### src/rtl/susp_mod_pkg.sv
package susp_mod_pkg;

  localparam int ADDR_W = 3;

  localparam logic [ADDR_W-1:0] ADDR_ON  = 3'd0;
  localparam logic [ADDR_W-1:0] ADDR_OFF = 3'd1;
  localparam logic [ADDR_W-1:0] ADDR_CFG = 3'd2;
  localparam logic [ADDR_W-1:0] ADDR_IRQ = 3'd3;
  localparam logic [ADDR_W-1:0] ADDR_VID = 3'd4;
  localparam logic [ADDR_W-1:0] ADDR_REL = 3'd5;

  localparam int CFG_MOD = 0;
  localparam int CFG_SMI = 1;
  localparam int CFG_GLB = 2;
  localparam int CFG_W   = 3;

  localparam int TMR_N   = 2;
  localparam int TMR_IRQ = 0;
  localparam int TMR_VID = 1;

  typedef struct packed {
    logic loadOn;
    logic loadOff;
    logic decRem;
  } phase_strb_t;

  typedef struct packed {
    logic running;
    logic remZero;
    logic remOne;
    logic onZero;
    logic offZero;
  } phase_stat_t;

endpackage

### src/rtl/susp_speedup_tmr.sv
module susp_speedup_tmr #(
  parameter int CNT_W = 8
) (
  input  logic             clk,
  input  logic             rstN,
  input  logic             load,
  input  logic [CNT_W-1:0] loadVal,
  input  logic             tick,
  output logic             busy
);
  logic [CNT_W-1:0] cnt;

  always_ff @(posedge clk or negedge rstN) begin
    if (!rstN)                      cnt <= '0;
    else if (load)                  cnt <= loadVal;
    else if (tick && cnt != '0)     cnt <= cnt - CNT_W'(1);
  end

  assign busy = (cnt != '0);
endmodule

### src/rtl/susp_mod_dp.sv
module susp_mod_dp
  import susp_mod_pkg::*;
#(
  parameter int CNT_W = 8
) (
  input  logic              clk,
  input  logic              rstN,
  input  logic              regWrEn,
  input  logic              regRdEn,
  input  logic [ADDR_W-1:0] regAddr,
  input  logic [CNT_W-1:0]  regWrData,
  output logic [CNT_W-1:0]  regRdData,
  input  logic              tick,
  input  logic              irqEvt,
  input  logic              videoEvt,
  input  logic              smiEvt,
  input  logic              suspAck,
  input  phase_strb_t       strb,
  output phase_stat_t       stat,
  output logic              modActive,
  output logic              smiHold,
  output logic              smiModeHold,
  output logic [CNT_W-1:0]  irqSpdCnt
);
  logic [CNT_W-1:0] onCnt, offCnt, vidSpdCnt, rem;
  logic [CFG_W-1:0] cfg;
  logic             relRd;
  logic [TMR_N-1:0] tmrLoad, tmrBusy;
  logic [CNT_W-1:0] tmrVal [TMR_N];

  // register file
  always_ff @(posedge clk or negedge rstN) begin
    if (!rstN) begin
      onCnt     <= '0;
      offCnt    <= '0;
      cfg       <= '0;
      irqSpdCnt <= '0;
      vidSpdCnt <= '0;
    end else if (regWrEn) begin
      case (regAddr)
        ADDR_ON:  onCnt     <= regWrData;
        ADDR_OFF: offCnt    <= regWrData;
        ADDR_CFG: cfg       <= regWrData[CFG_W-1:0];
        ADDR_IRQ: irqSpdCnt <= regWrData;
        ADDR_VID: vidSpdCnt <= regWrData;
        default:  ;
      endcase
    end
  end

  always_comb begin
    regRdData = '0;
    case (regAddr)
      ADDR_ON:  regRdData = onCnt;
      ADDR_OFF: regRdData = offCnt;
      ADDR_CFG: regRdData = {suspAck, {(CNT_W-CFG_W-1){1'b0}}, cfg};
      ADDR_IRQ: regRdData = irqSpdCnt;
      ADDR_VID: regRdData = vidSpdCnt;
      default:  regRdData = '0;
    endcase
  end

  assign modActive   = cfg[CFG_GLB] & cfg[CFG_MOD];
  assign smiModeHold = cfg[CFG_SMI];
  assign relRd       = regRdEn && (regAddr == ADDR_REL);

  // SMI hold: a new event wins over a same-cycle release
  always_ff @(posedge clk or negedge rstN) begin
    if (!rstN)                        smiHold <= 1'b0;
    else if (smiEvt && smiModeHold)   smiHold <= 1'b1;
    else if (relRd && modActive)      smiHold <= 1'b0;
  end

  // speedup timers
  assign tmrLoad[TMR_IRQ] = irqEvt | (smiEvt & ~smiModeHold);
  assign tmrVal[TMR_IRQ]  = irqSpdCnt;
  assign tmrLoad[TMR_VID] = videoEvt;
  assign tmrVal[TMR_VID]  = vidSpdCnt;

  for (genvar g = 0; g < TMR_N; g++) begin : g_tmr
    susp_speedup_tmr #(.CNT_W(CNT_W)) tmr_i (
      .clk    (clk),
      .rstN   (rstN),
      .load   (tmrLoad[g]),
      .loadVal(tmrVal[g]),
      .tick   (tick),
      .busy   (tmrBusy[g])
    );
  end

  // phase counter
  always_ff @(posedge clk or negedge rstN) begin
    if (!rstN)             rem <= '0;
    else if (strb.loadOn)  rem <= onCnt;
    else if (strb.loadOff) rem <= offCnt;
    else if (strb.decRem)  rem <= rem - CNT_W'(1);
  end

  assign stat.running = modActive & ~(|tmrBusy) & ~smiHold;
  assign stat.remZero = (rem == '0);
  assign stat.remOne  = (rem == CNT_W'(1));
  assign stat.onZero  = (onCnt == '0);
  assign stat.offZero = (offCnt == '0);
endmodule

### src/rtl/susp_mod_ctl.sv
module susp_mod_ctl
  import susp_mod_pkg::*;
(
  input  logic        clk,
  input  logic        rstN,
  input  logic        tick,
  input  phase_stat_t stat,
  output phase_strb_t strb,
  output logic        suspReq
);
  logic idleQ, idleNxt, inOnQ, inOnNxt, phaseEnd;

  assign phaseEnd = stat.remZero | (tick & stat.remOne);

  always_comb begin
    strb    = '0;
    idleNxt = idleQ;
    inOnNxt = inOnQ;
    if (!stat.running) begin
      idleNxt = 1'b1;
    end else if (idleQ) begin
      strb.loadOn = 1'b1;
      idleNxt     = 1'b0;
      inOnNxt     = 1'b1;
    end else if (phaseEnd) begin
      if (inOnQ) begin
        if (stat.offZero) strb.loadOn = 1'b1;
        else begin
          strb.loadOff = 1'b1;
          inOnNxt      = 1'b0;
        end
      end else begin
        if (stat.onZero) strb.loadOff = 1'b1;
        else begin
          strb.loadOn = 1'b1;
          inOnNxt     = 1'b1;
        end
      end
    end else if (tick) begin
      strb.decRem = 1'b1;
    end
  end

  always_ff @(posedge clk or negedge rstN) begin
    if (!rstN) begin
      idleQ <= 1'b1;
      inOnQ <= 1'b0;
    end else begin
      idleQ <= idleNxt;
      inOnQ <= inOnNxt;
    end
  end

  assign suspReq = stat.running & ~idleQ & inOnQ & ~stat.remZero;
endmodule

### src/rtl/susp_mod_top.sv
module susp_mod_top
  import susp_mod_pkg::*;
#(
  parameter int CNT_W = 8
) (
  input  logic              clk,
  input  logic              rstN,
  input  logic              regWrEn,
  input  logic              regRdEn,
  input  logic [ADDR_W-1:0] regAddr,
  input  logic [CNT_W-1:0]  regWrData,
  output logic [CNT_W-1:0]  regRdData,
  input  logic              tick,
  input  logic              irqEvt,
  input  logic              videoEvt,
  input  logic              smiEvt,
  input  logic              suspAck,
  output logic              suspReq
);
  phase_strb_t      strb;
  phase_stat_t      stat;
  logic             modActive, smiHold, smiModeHold;
  logic [CNT_W-1:0] irqSpdCnt;

  susp_mod_dp #(.CNT_W(CNT_W)) dp_i (
    .clk        (clk),
    .rstN       (rstN),
    .regWrEn    (regWrEn),
    .regRdEn    (regRdEn),
    .regAddr    (regAddr),
    .regWrData  (regWrData),
    .regRdData  (regRdData),
    .tick       (tick),
    .irqEvt     (irqEvt),
    .videoEvt   (videoEvt),
    .smiEvt     (smiEvt),
    .suspAck    (suspAck),
    .strb       (strb),
    .stat       (stat),
    .modActive  (modActive),
    .smiHold    (smiHold),
    .smiModeHold(smiModeHold),
    .irqSpdCnt  (irqSpdCnt)
  );

  susp_mod_ctl ctl_i (
    .clk    (clk),
    .rstN   (rstN),
    .tick   (tick),
    .stat   (stat),
    .strb   (strb),
    .suspReq(suspReq)
  );
endmodule

### config.mk
export PLATFORM = sky130hd
export DESIGN_NAME = susp_mod_top
export DESIGN_NICKNAME = d
export VERILOG_FILES = /design/src/rtl/susp_mod_pkg.sv /design/src/rtl/susp_speedup_tmr.sv /design/src/rtl/susp_mod_dp.sv /design/src/rtl/susp_mod_ctl.sv /design/src/rtl/susp_mod_top.sv
export SDC_FILE = /design/constraint.sdc
export NUM_CORES = 1
export LEC_CHECK = 0
export BUFFER_PORTS_ARGS = -buffer_cell sky130_fd_sc_hd__buf_2
export CORE_MARGIN = 2
export CORE_UTILIZATION = 30
export CTS_CLUSTER_DIAMETER = 120
export DETAILED_ROUTE_END_ITERATION = 7
export HOLD_SLACK_MARGIN = 0.12
export SYNTH_ARGS = -nofsm -noshare
export SYNTH_HDL_FRONTEND = slang
export SYNTH_SLANG_ARGS = --single-unit
### constraint.sdc
create_clock -name clk -period 7.78 [get_ports clk]
set_clock_uncertainty 0.05 [all_clocks]
set_input_delay 1.556 -clock clk [delete_from_list [all_inputs] [get_ports clk]]
set_output_delay 1.556 -clock clk [all_outputs]
set_load 0.01 [all_outputs]
==> flow_summary.ini, run 1 <==
[outcome]
outcome = completed

[synthesis]
ys_seq_area_share_pct = 44.1
synth_ff_type = dfrtp_1
yosys_register_bits = 62
netlist_area_sq_um = 3520
synthesis.nets = 383
synth_cells = 356
syn_avg_cell_area_sq_um = 9.88
synthArstFlopShare_pct = 100
ys_types = 55
synth_edf_count = 0
ys.warnings.count = 0

[timing]
setup_viol = 0
worst_pin_slew_ps = 948
slew_headroom_pct = 35.2
finalMaxSlewViolations = 0
setup-tns-final_ps = 0
hold_viol = 0
period_share_pct = 56.0
fin_crit_ps = 4360
grt_setup_unrepaired = no
worst_slack_ps = 3420
fmax_mhz = 229

[cells_and_area]
n_fill_cell = 1163
area_growth_pct = 17.1
nets = 412
final_common_cell = dfrtp_1
drive_gt1_share_pct = 22.9
layout_common_cells = dfrtp_1 (61), mux2_2 (35), nand2_1 (33)
diodes = 0

[run]
max_cap_violations = 0

[clocking]
cts-resized-gates = 0
ctsHtreeMaxLevel = 3
worstSkewPairLatency_ps = 330
clockBufferDepth = 2
cts_tree = yes
clk_pin_slew_ps = 50
holdBufCountCts = 0
clockRootBuffer = clkbuf_16
cts.sinks = 62
cts_setup_buffers = 0
cts_buffers = 9

[route]
vias = 2877
drc = 0
vias_per_cell = 5.41
routed_wl_microns = 9190
drtIter0Drc = 145
drt-wirelength-per-cell_microns = 17.3
ant_nets = 0
first_pass_iters = 5

[power_and_ir_drop]
switching_share_pct = 27.9
power.switching_mw = 0.302
leakage_nw = 1.69
share_seq_of_total_power_pct = 41.6
p_clk_share_pct = 39.8
p_comb_share_pct = 18.6
totalPowerFinal_mw = 1.08
power.density_nw_per_um2 = 263
vdd_drop_max_v = 0.000176
p_int_mw = 0.780

[floorplanning]
fp.dieH_microns = 112
pin_count = 29
start_util_pct = 30.8
die_w_microns = 112
core-area_sq_um = 11400
dieArea_sq_um = 12600
row_count = 39

[global_routing]
grt_pass1_vias = 2892
antenna_found_initial = 0
grt.total_usage_pct = 15.5
grt_overflow = 0
grt_pass1_wl_microns = 15400
grt_max_degree = 63

[setup_path]
arrival_ps = 2750
cp_max_fo = 7
required_ps = 6170
start_kind = flip-flop
end_kind = output port
critPathKind = reg -> out

[placement]
gp_congestion = 0.853
pre_cts_ws_ps = 3480
hpwl_microns = 6890
port_buffers = 28

[hold_path]
hold_class = reg -> reg
## layer usage
layer	track usage [%]	routed length (microns)
met5	0	0
met4	5.53	159
met3	4.16	392
met2	23.6	4310
met1	21.4	4330
## state kept, by name, summed over array words and instances (netlist names)
signal,flops
dp_i.g_tmr.tmr_i.cnt,16
dp_i.irqSpdCnt,8
dp_i.offCnt,8
dp_i.onCnt,8
dp_i.rem,8
dp_i.vidSpdCnt,8
dp_i.cfg,3
ctl_i.idleQ,1
ctl_i.inOnQ,1
dp_i.smiHold,1
## critical path, cell delays in order (launching register included)
cell and delay [ps]:
dfrtp_1 410, nor4_1 830, nand2_1 250, or4_4 650
nor2_1 150, buf_2 140
## final timing paths
check	from	to	slack [ps]	cells after the start
worst max-delay path	dp_i.g_tmr[1].tmr_i.cnt[3]	suspReq	3420	5
worst min-delay path	dp_i.cfg[1]	dp_i.smiHold	460	2
worst max register to register	dp_i.g_tmr[1].tmr_i.cnt[3]	dp_i.rem[3]	5120	4
worst min register to register	dp_i.cfg[1]	dp_i.smiHold	460	2
max in group asynchronous	rstN	dp_i.rem[2]	5820	2
min in group asynchronous	rstN	dp_i.smiHold	1350	2
## metrics by stage
step / cell area, sq um / instances / util, % / hold WS, ps
after floorplan: 3520 / 356 / - / 414
after global placement: 3790 / 517 / 33.2 / 442
after detailed placement: 3790 / 517 / 33.2 / 441
after CTS: 4120 / 532 / 36.1 / 466
after global routing: 4120 / 532 / 36.1 / 502
final: 4120 / 532 / 36.1 / 460
## power groups by stage
stage	clock network (mW)	registers [mW]	logic, mW
2_1_floorplan	0	0.432	0.148
3_3_place_gp	0	0.453	0.195
3_5_place_dp	0	0.454	0.200
4_1_cts	0.439	0.450	0.202
5_1_grt	0.453	0.460	0.225
6_report	0.431	0.450	0.201
## cells by family (layout without fill, tap and decap cells)
| family | count (synthesis) | count (layout) | synth area share, % |
|---|---|---|---|
| flops | 62 | 62 | 44.1 |
| xor+xnor | 15 | 15 | 3.74 |
| compound gates | 79 | 79 | 14.1 |
| buf+inv | 25 | 58 | 3.09 |
| mux | 47 | 47 | 14.6 |
| fa+ha+maj | 7 | 7 | 2.49 |
| simple gates | 121 | 121 | 17.8 |
## synth_stat cells (all sizes together), types with 7 or more instances
master	n	area share, %
nor4	9	1.6
nand2	33	3.5
clkbuf	8	0.85
mux2i	12	3.4
ha	7	2.5
o21ai	26	3.7
inv	12	1.3
mux2	35	11
xnor2	9	2.2
dfrtp	61	43
nor2	30	3.2
nor3	8	1.1
a21oi	21	3.0
## area by class of cell
cell class	count	area [sq um]	area share [%]
clock buffers	12	256	6.23
clock inverters	3	67.6	1.64
inverters	12	45.0	1.09
multi-input cells	269	1860	45.0
flip-flops and latches	62	1550	37.7
well taps	143	179	4.34
repair buffers	31	163	3.95
No activity file was read; power rests on OpenSTA's default activity.
==> run 2, diff against run 1 <==
==> constraint.sdc (replaced) <==
create_clock -name clk -period 3.5 [get_ports clk]
set_clock_uncertainty 0.05 [all_clocks]
set_input_delay 0.7 -clock clk [delete_from_list [all_inputs] [get_ports clk]]
set_output_delay 0.7 -clock clk [all_outputs]
set_load 0.01 [all_outputs]
==> run 2 against run 1 <==
  * First-iteration DRC count grew 23%
  * Clock power grew 100%
  * Cell area shrank 0.43%
  * Flip-flop and latch count is the same
  * Final cell count grew 0.19%
  * Routed wire length grew 0.65%
  * Register-to-register slack lost 4200 ps
  * Sequential power grew 120%
  * Setup slack lost 3200 ps
  * Combinational power grew 120%
  * Critical endpoint unchanged
  * Non-clock buffer count grew 1
==> flow_summary.ini, run 2 (synthesized netlist as in run 1, its figures left out) <==
[power_and_ir_drop]
power.density_nw_per_um2 = 567
totalPowerFinal_mw = 2.33
leakage_nw = 1.69
vdd_drop_max_v = 0.000331

[global_routing]
grt_pass1_wl_microns = 15500
grt_max_degree = 29
antenna_found_initial = 0
grt_pass1_vias = 2934
grt_overflow = 0
grt.total_usage_pct = 15.5

[setup_path]
crit_path_max_incr_delay_ps = 550
cp_max_fo = 10
critPathKind = reg -> out
path_delay_family = simple AND/OR/NAND/NOR gates
end_kind = output port
crit_buf_inv = 2
path_cells = inv_1 > ha_1 > or3b_2 > or2_4 > or4_4 > nor2_1 > buf_2
cpMaxStageDelayCell = or4_4
rrSetupSlack_ps = 910
arrival_ps = 2540
start_kind = flip-flop
required_ps = 2750

[cells_and_area]
drive_gt1_share_pct = 23.6
n_fill_cell = 1185
nets = 413
multiInputGateArea_sq_um = 1860
final_common_cell = dfrtp_1
area_growth_pct = 16.6
seqCellArea_sq_um = 1550
fin_cells = 533
diodes = 0
top_register = dp_i.g_tmr.tmr_i.cnt
largest_register_ffs = 16
layout_common_cells = dfrtp_1 (61), mux2_2 (35), nand2_1 (33)

[timing]
worst_pin_slew_ps = 910
setup-tns-final_ps = 0
hold_viol = 0
grt_setup_unrepaired = no
slew_headroom_pct = 37.8
setup_viol = 0
fmax_mhz = 304
fin_crit_ps = 3290
finalMaxSlewViolations = 0
hold_ws_ps = 351
worst_slack_ps = 206
period_share_pct = 94.1

[route]
drt-wirelength-per-cell_microns = 17.4
routed_wl_microns = 9250
ant_nets = 0
drc = 0
vias = 2922
vias_per_cell = 5.48
drtIter0Drc = 178
first_pass_iters = 4

[placement]
port_buffers = 28
hpwl_microns = 6950
dp_cells = 518
pre_cts_ws_ps = 466
gp_congestion = 0.871

[clocking]
clk_pin_slew_ps = 50
cts_tree = yes
clockRootBuffer = clkbuf_16
cts.sinks = 62
worstSkewPairLatency_ps = 330
cts_buffers = 9
clockBufferDepth = 2
ctsHtreeMaxLevel = 3

[floorplanning]
dieArea_sq_um = 12600
core-area_sq_um = 11400
fp.dieH_microns = 112
start_util_pct = 30.8
die_w_microns = 112
pin_count = 29
row_count = 39

[outcome]
outcome = completed

[run]
max_cap_violations = 0

[hold_path]
hold_class = in -> async
-- run 2: area by class of cell --
class                   instances  share of cell area [%]
clock buffers                  11                    5.92
clock inverters                 4                    1.16
inverters                      12                    1.10
multi-input cells             269                    45.5
flip-flops and latches         62                    37.9
well taps                     143                    4.36
repair buffers                 32                    4.15
-- run 2: repair_timing --
action	in CTS	in global routing
resized for setup	0	2
setup buffers	0	0
hold buffers	0	0
setup endpoints to repair	0	1
-- run 2: worst reg2reg max path, cell delays in order, from the launching register on --
cell     delay, ps
dfrtp_1        470
or4_1          650
or3_1          570
or4_1          450
a21oi_1        190
o21ai_1         90
-- run 2: final timing paths --
kind                       depth (start not counted)                  startpoint           endpoint
max                                                7  dp_i.g_tmr[0].tmr_i.cnt[0]            suspReq
min                                                1                        rstN  dp_i.irqSpdCnt[7]
max reg2reg                                        5                 dp_i.rem[2]        dp_i.rem[1]
min reg2reg                                        2                 dp_i.cfg[1]       dp_i.smiHold
max in group asynchronous                          2                        rstN        ctl_i.idleQ
min in group clk                                   2                 dp_i.cfg[1]       dp_i.smiHold
-- run 2: stage by stage --
step                      cell area (sq um)  utilization (%)
after floorplan                        3520                -
after global placement                 3800             33.3
after detailed placement               3800             33.3
after CTS                              4090             35.8
after global routing                   4100             35.9
final                                  4100             35.9
-- run 2: metal layers --
metal,share of wire (%),wire length [microns],vias up,GRT usage (%)
met5,0,0,-,0
met2,46,4270,86,23.2
met4,1.4,125,0,3.98
met3,6.0,558,12,5.56
met1,46,4300,1457,21.4
li1,-,-,1367,-
-- run 2: where the power goes --
part	total (mW)	leakage, nW	internal, mW	switching (mW)
sequential	1.00	0.739	0.859	0.144
combinational	0.450	0.805	0.220	0.230
clock	0.873	0.141	0.563	0.309
total	2.33	1.69	1.64	0.683
==> run 3, diff against run 2 <==
--- a/config.mk
+++ b/config.mk
@@ -13,4 +13,5 @@
 export HOLD_SLACK_MARGIN = 0.12
 export SYNTH_ARGS = -nofsm -noshare
 export SYNTH_HDL_FRONTEND = slang
+export SYNTH_HIERARCHICAL = 1
 export SYNTH_SLANG_ARGS = --single-unit
==> constraint.sdc (replaced) <==
create_clock -name clk -period 3.5 [get_ports clk]
set_clock_uncertainty 0.05 [all_clocks]
set_input_delay 0.175 -clock clk [delete_from_list [all_inputs] [get_ports clk]]
set_output_delay 0.175 -clock clk [all_outputs]
set_load 0.01 [all_outputs]
==> run 3 against run 2 <==
  * Routed wire length decreased by 1.7%
  * Combinational power rose by 2%
  * Critical path depth is 5 higher
  * Synthesized cell count decreased by 1.7%
  * Non-clock buffer count rose by 12
  * Sequential power hardly changed
  * Final cell count increased by 0.94%
  * Via count fell by 0.34%
  * Setup slack improved by 130 ps
  * Synthesized area is 4.4% higher
  * Core utilization up 0.39 points
  * Critical path type is now reg -> reg
  * Highest routed layer unchanged
==> flow_summary.ini, run 3 <==
[placement]
gp_congestion = 0.845
port_buffers = 28
dp_cells = 514
hpwl_microns = 6730

[clocking]
clockBufferDepth = 2
holdBufCountCts = 8
worstSkewPairLatency_ps = 330
cts_setup_buffers = 0
cts_buffers = 9
cts.sinks = 62
ctsHtreeMaxLevel = 3
cts_tree = yes
clockRootBuffer = clkbuf_16
cts-resized-gates = 0
clk_pin_slew_ps = 60

[cells_and_area]
final_util_pct = 36.3
drive_gt1_share_pct = 26.3
layout_common_cells = dfrtp_1 (61), mux2_2 (37), buf_2 (28)
multiInputGateArea_sq_um = 1950
final_common_cell = dfrtp_1
nets = 411
seqCellArea_sq_um = 1550
diodes = 0
fin_cells = 538
n_fill_cell = 1180
area_growth_pct = 18.3
top_register = dp_i/g_tmr.tmr_i/cnt
largest_register_ffs = 16

[global_routing]
antenna_found_initial = 0
grt_max_degree = 38
grt_overflow = 0
grt.total_usage_pct = 15.0
grt_pass1_wl_microns = 15200
grt_pass1_vias = 2853

[timing]
slew_headroom_pct = 45.0
period_share_pct = 90.4
grt_setup_unrepaired = no
worst_pin_slew_ps = 826
fin_crit_ps = 3170
fmax_mhz = 316
finalMaxSlewViolations = 0
setup-tns-final_ps = 0
setup_viol = 0
hold_viol = 0

[floorplanning]
pin_count = 29
start_util_pct = 30.7
die_w_microns = 115
row_count = 40
fp.dieH_microns = 115
core-area_sq_um = 12000
dieArea_sq_um = 13100

[synthesis]
synthArstFlopShare_pct = 100
synth_most_common_cell = dfrtp_1
ys_seq_area_share_pct = 42.3
ys.warnings.count = 6
synth_ff_type = dfrtp_1
syn_avg_cell_area_sq_um = 10.5
synthesis.nets = 375
synth_largest_area_cell = dfrtp_1
synthTopCellsByArea = dfrtp_1 (42%), mux2_2 (11%), mux2i_1 (3.5%)
synth_edf_count = 0
netlist_area_sq_um = 3670
yosysTopAreaCellShare_pct = 41.6
synthTopCellsByCount = dfrtp_1 (61), mux2_2 (37), nand2_1 (23)
ys_types = 63
yosys_register_bits = 62
synth_cells = 350

[setup_path]
cp_max_fo = 24
start_kind = flip-flop
worstReg2RegStart = dp_i/g_tmr[0].tmr_i/cnt[0]
arrival_ps = 3310
r2r-end = dp_i/rem[5]
rr_worst_depth = 12
rrSetupSlack_ps = 330
required_ps = 3650
critPathKind = reg -> reg
end_kind = flip-flop

[run]
max_cap_violations = 0

[route]
routed_wl_microns = 9090
vias_per_cell = 5.41
drc = 0
wl_met3_microns = 321
drtIter0Drc = 132
vias = 2912
ant_nets = 0
met2WireLength_microns = 4540
first_pass_iters = 4
drt-wirelength-per-cell_microns = 16.9
wl_met1_microns = 4140
dr.max_layer_used = met4

[hold_path]
hold_end = dp_i/smiHold
holdPathStages = 3
hp-start = regRdEn
hold_class = in -> reg

[power_and_ir_drop]
leakage_nw = 1.83
vdd_drop_max_v = 0.000233
power.density_nw_per_um2 = 559

[outcome]
outcome = completed
[run 3: logic make-up after synthesis]
logic type / Yosys count / share of synthesized area, %
adders and majority gates: 5 / 1.70
DFF: 62 / 42.3
AOI/OAI and AO/OA: 75 / 15.1
buffers and inverters: 34 / 4.50
and+or+nand+nor: 122 / 21.0
xor gates and xnor gates: 2 / 0.477
muxes: 50 / 14.9
[run 3: where the power goes]
| part | switching, mW | internal (mW) |
|---|---|---|
| Sequential | 0.168 | 0.854 |
| Combinational | 0.217 | 0.241 |
| Clock | 0.308 | 0.640 |
[run 3: critical path: stages, from the launching register on]
cell and delay (ps):
dfrtp_1 410, inv_1 90, ha_1 240, nor4b_2 270
nand2_1 90, nor4b_1 580, inv_1 120, a21o_1 210
nor2b_1 120, buf_4 250, nor3_1 70, nand3_1 90
or3b_2 440
[run 3: cell type report]
type | count | area share, %
clock buffers | 12 | 5.68
clock inverters | 4 | 1.61
well taps | 147 | 4.24
repair buffers | 44 | 6.45
multi-input cells | 254 | 45.0
flip-flops and latches | 62 | 35.8
inverters | 15 | 1.30
[run 3: how the worst max path moves through the flow]
stage / from / to / slack, ps / cells past startpoint
6_report: dp_i/g_tmr[0].tmr_i/cnt[0] / dp_i/rem[5] / 330 / 12
5_1_grt: dp_i/g_tmr[1].tmr_i/cnt[0] / dp_i/rem[5] / 40 / 11
4_1_cts: dp_i/g_tmr[0].tmr_i/cnt[0] / dp_i/rem[5] / 340 / 12
3_5_place_dp: dp_i/g_tmr[0].tmr_i/cnt[0] / dp_i/rem[5] / 370 / 12
3_3_place_gp: dp_i/g_tmr[1].tmr_i/cnt[0] / dp_i/rem[5] / 490 / 12
2_1_floorplan: dp_i/g_tmr[1].tmr_i/cnt[0] / dp_i/rem[5] / 620 / 11
[run 3: per-stage QoR]
| stage | hold slack, ps | worst slack, ps | power (mW) | area (sq um) |
|---|---|---|---|---|
| 2_1_floorplan | -171 | 617 | 1.32 | 3670 |
| 3_5_place_dp | 279 | 373 | 1.49 | 3950 |
| 4_1_cts | 120 | 338 | 2.45 | 4340 |
| 6_report | 132 | 334 | 2.43 | 4340 |
| 5_1_grt | 129 | 39.1 | 2.56 | 4340 |
| 3_3_place_gp | 278 | 491 | 1.47 | 3950 |
[run 3: routing by layer]
metal	vias to the layer above	track usage, %
li1	1398	-
met1	1456	19.4
met2	48	24.8
met3	10	3.07
met4	0	5.69
met5	-	0
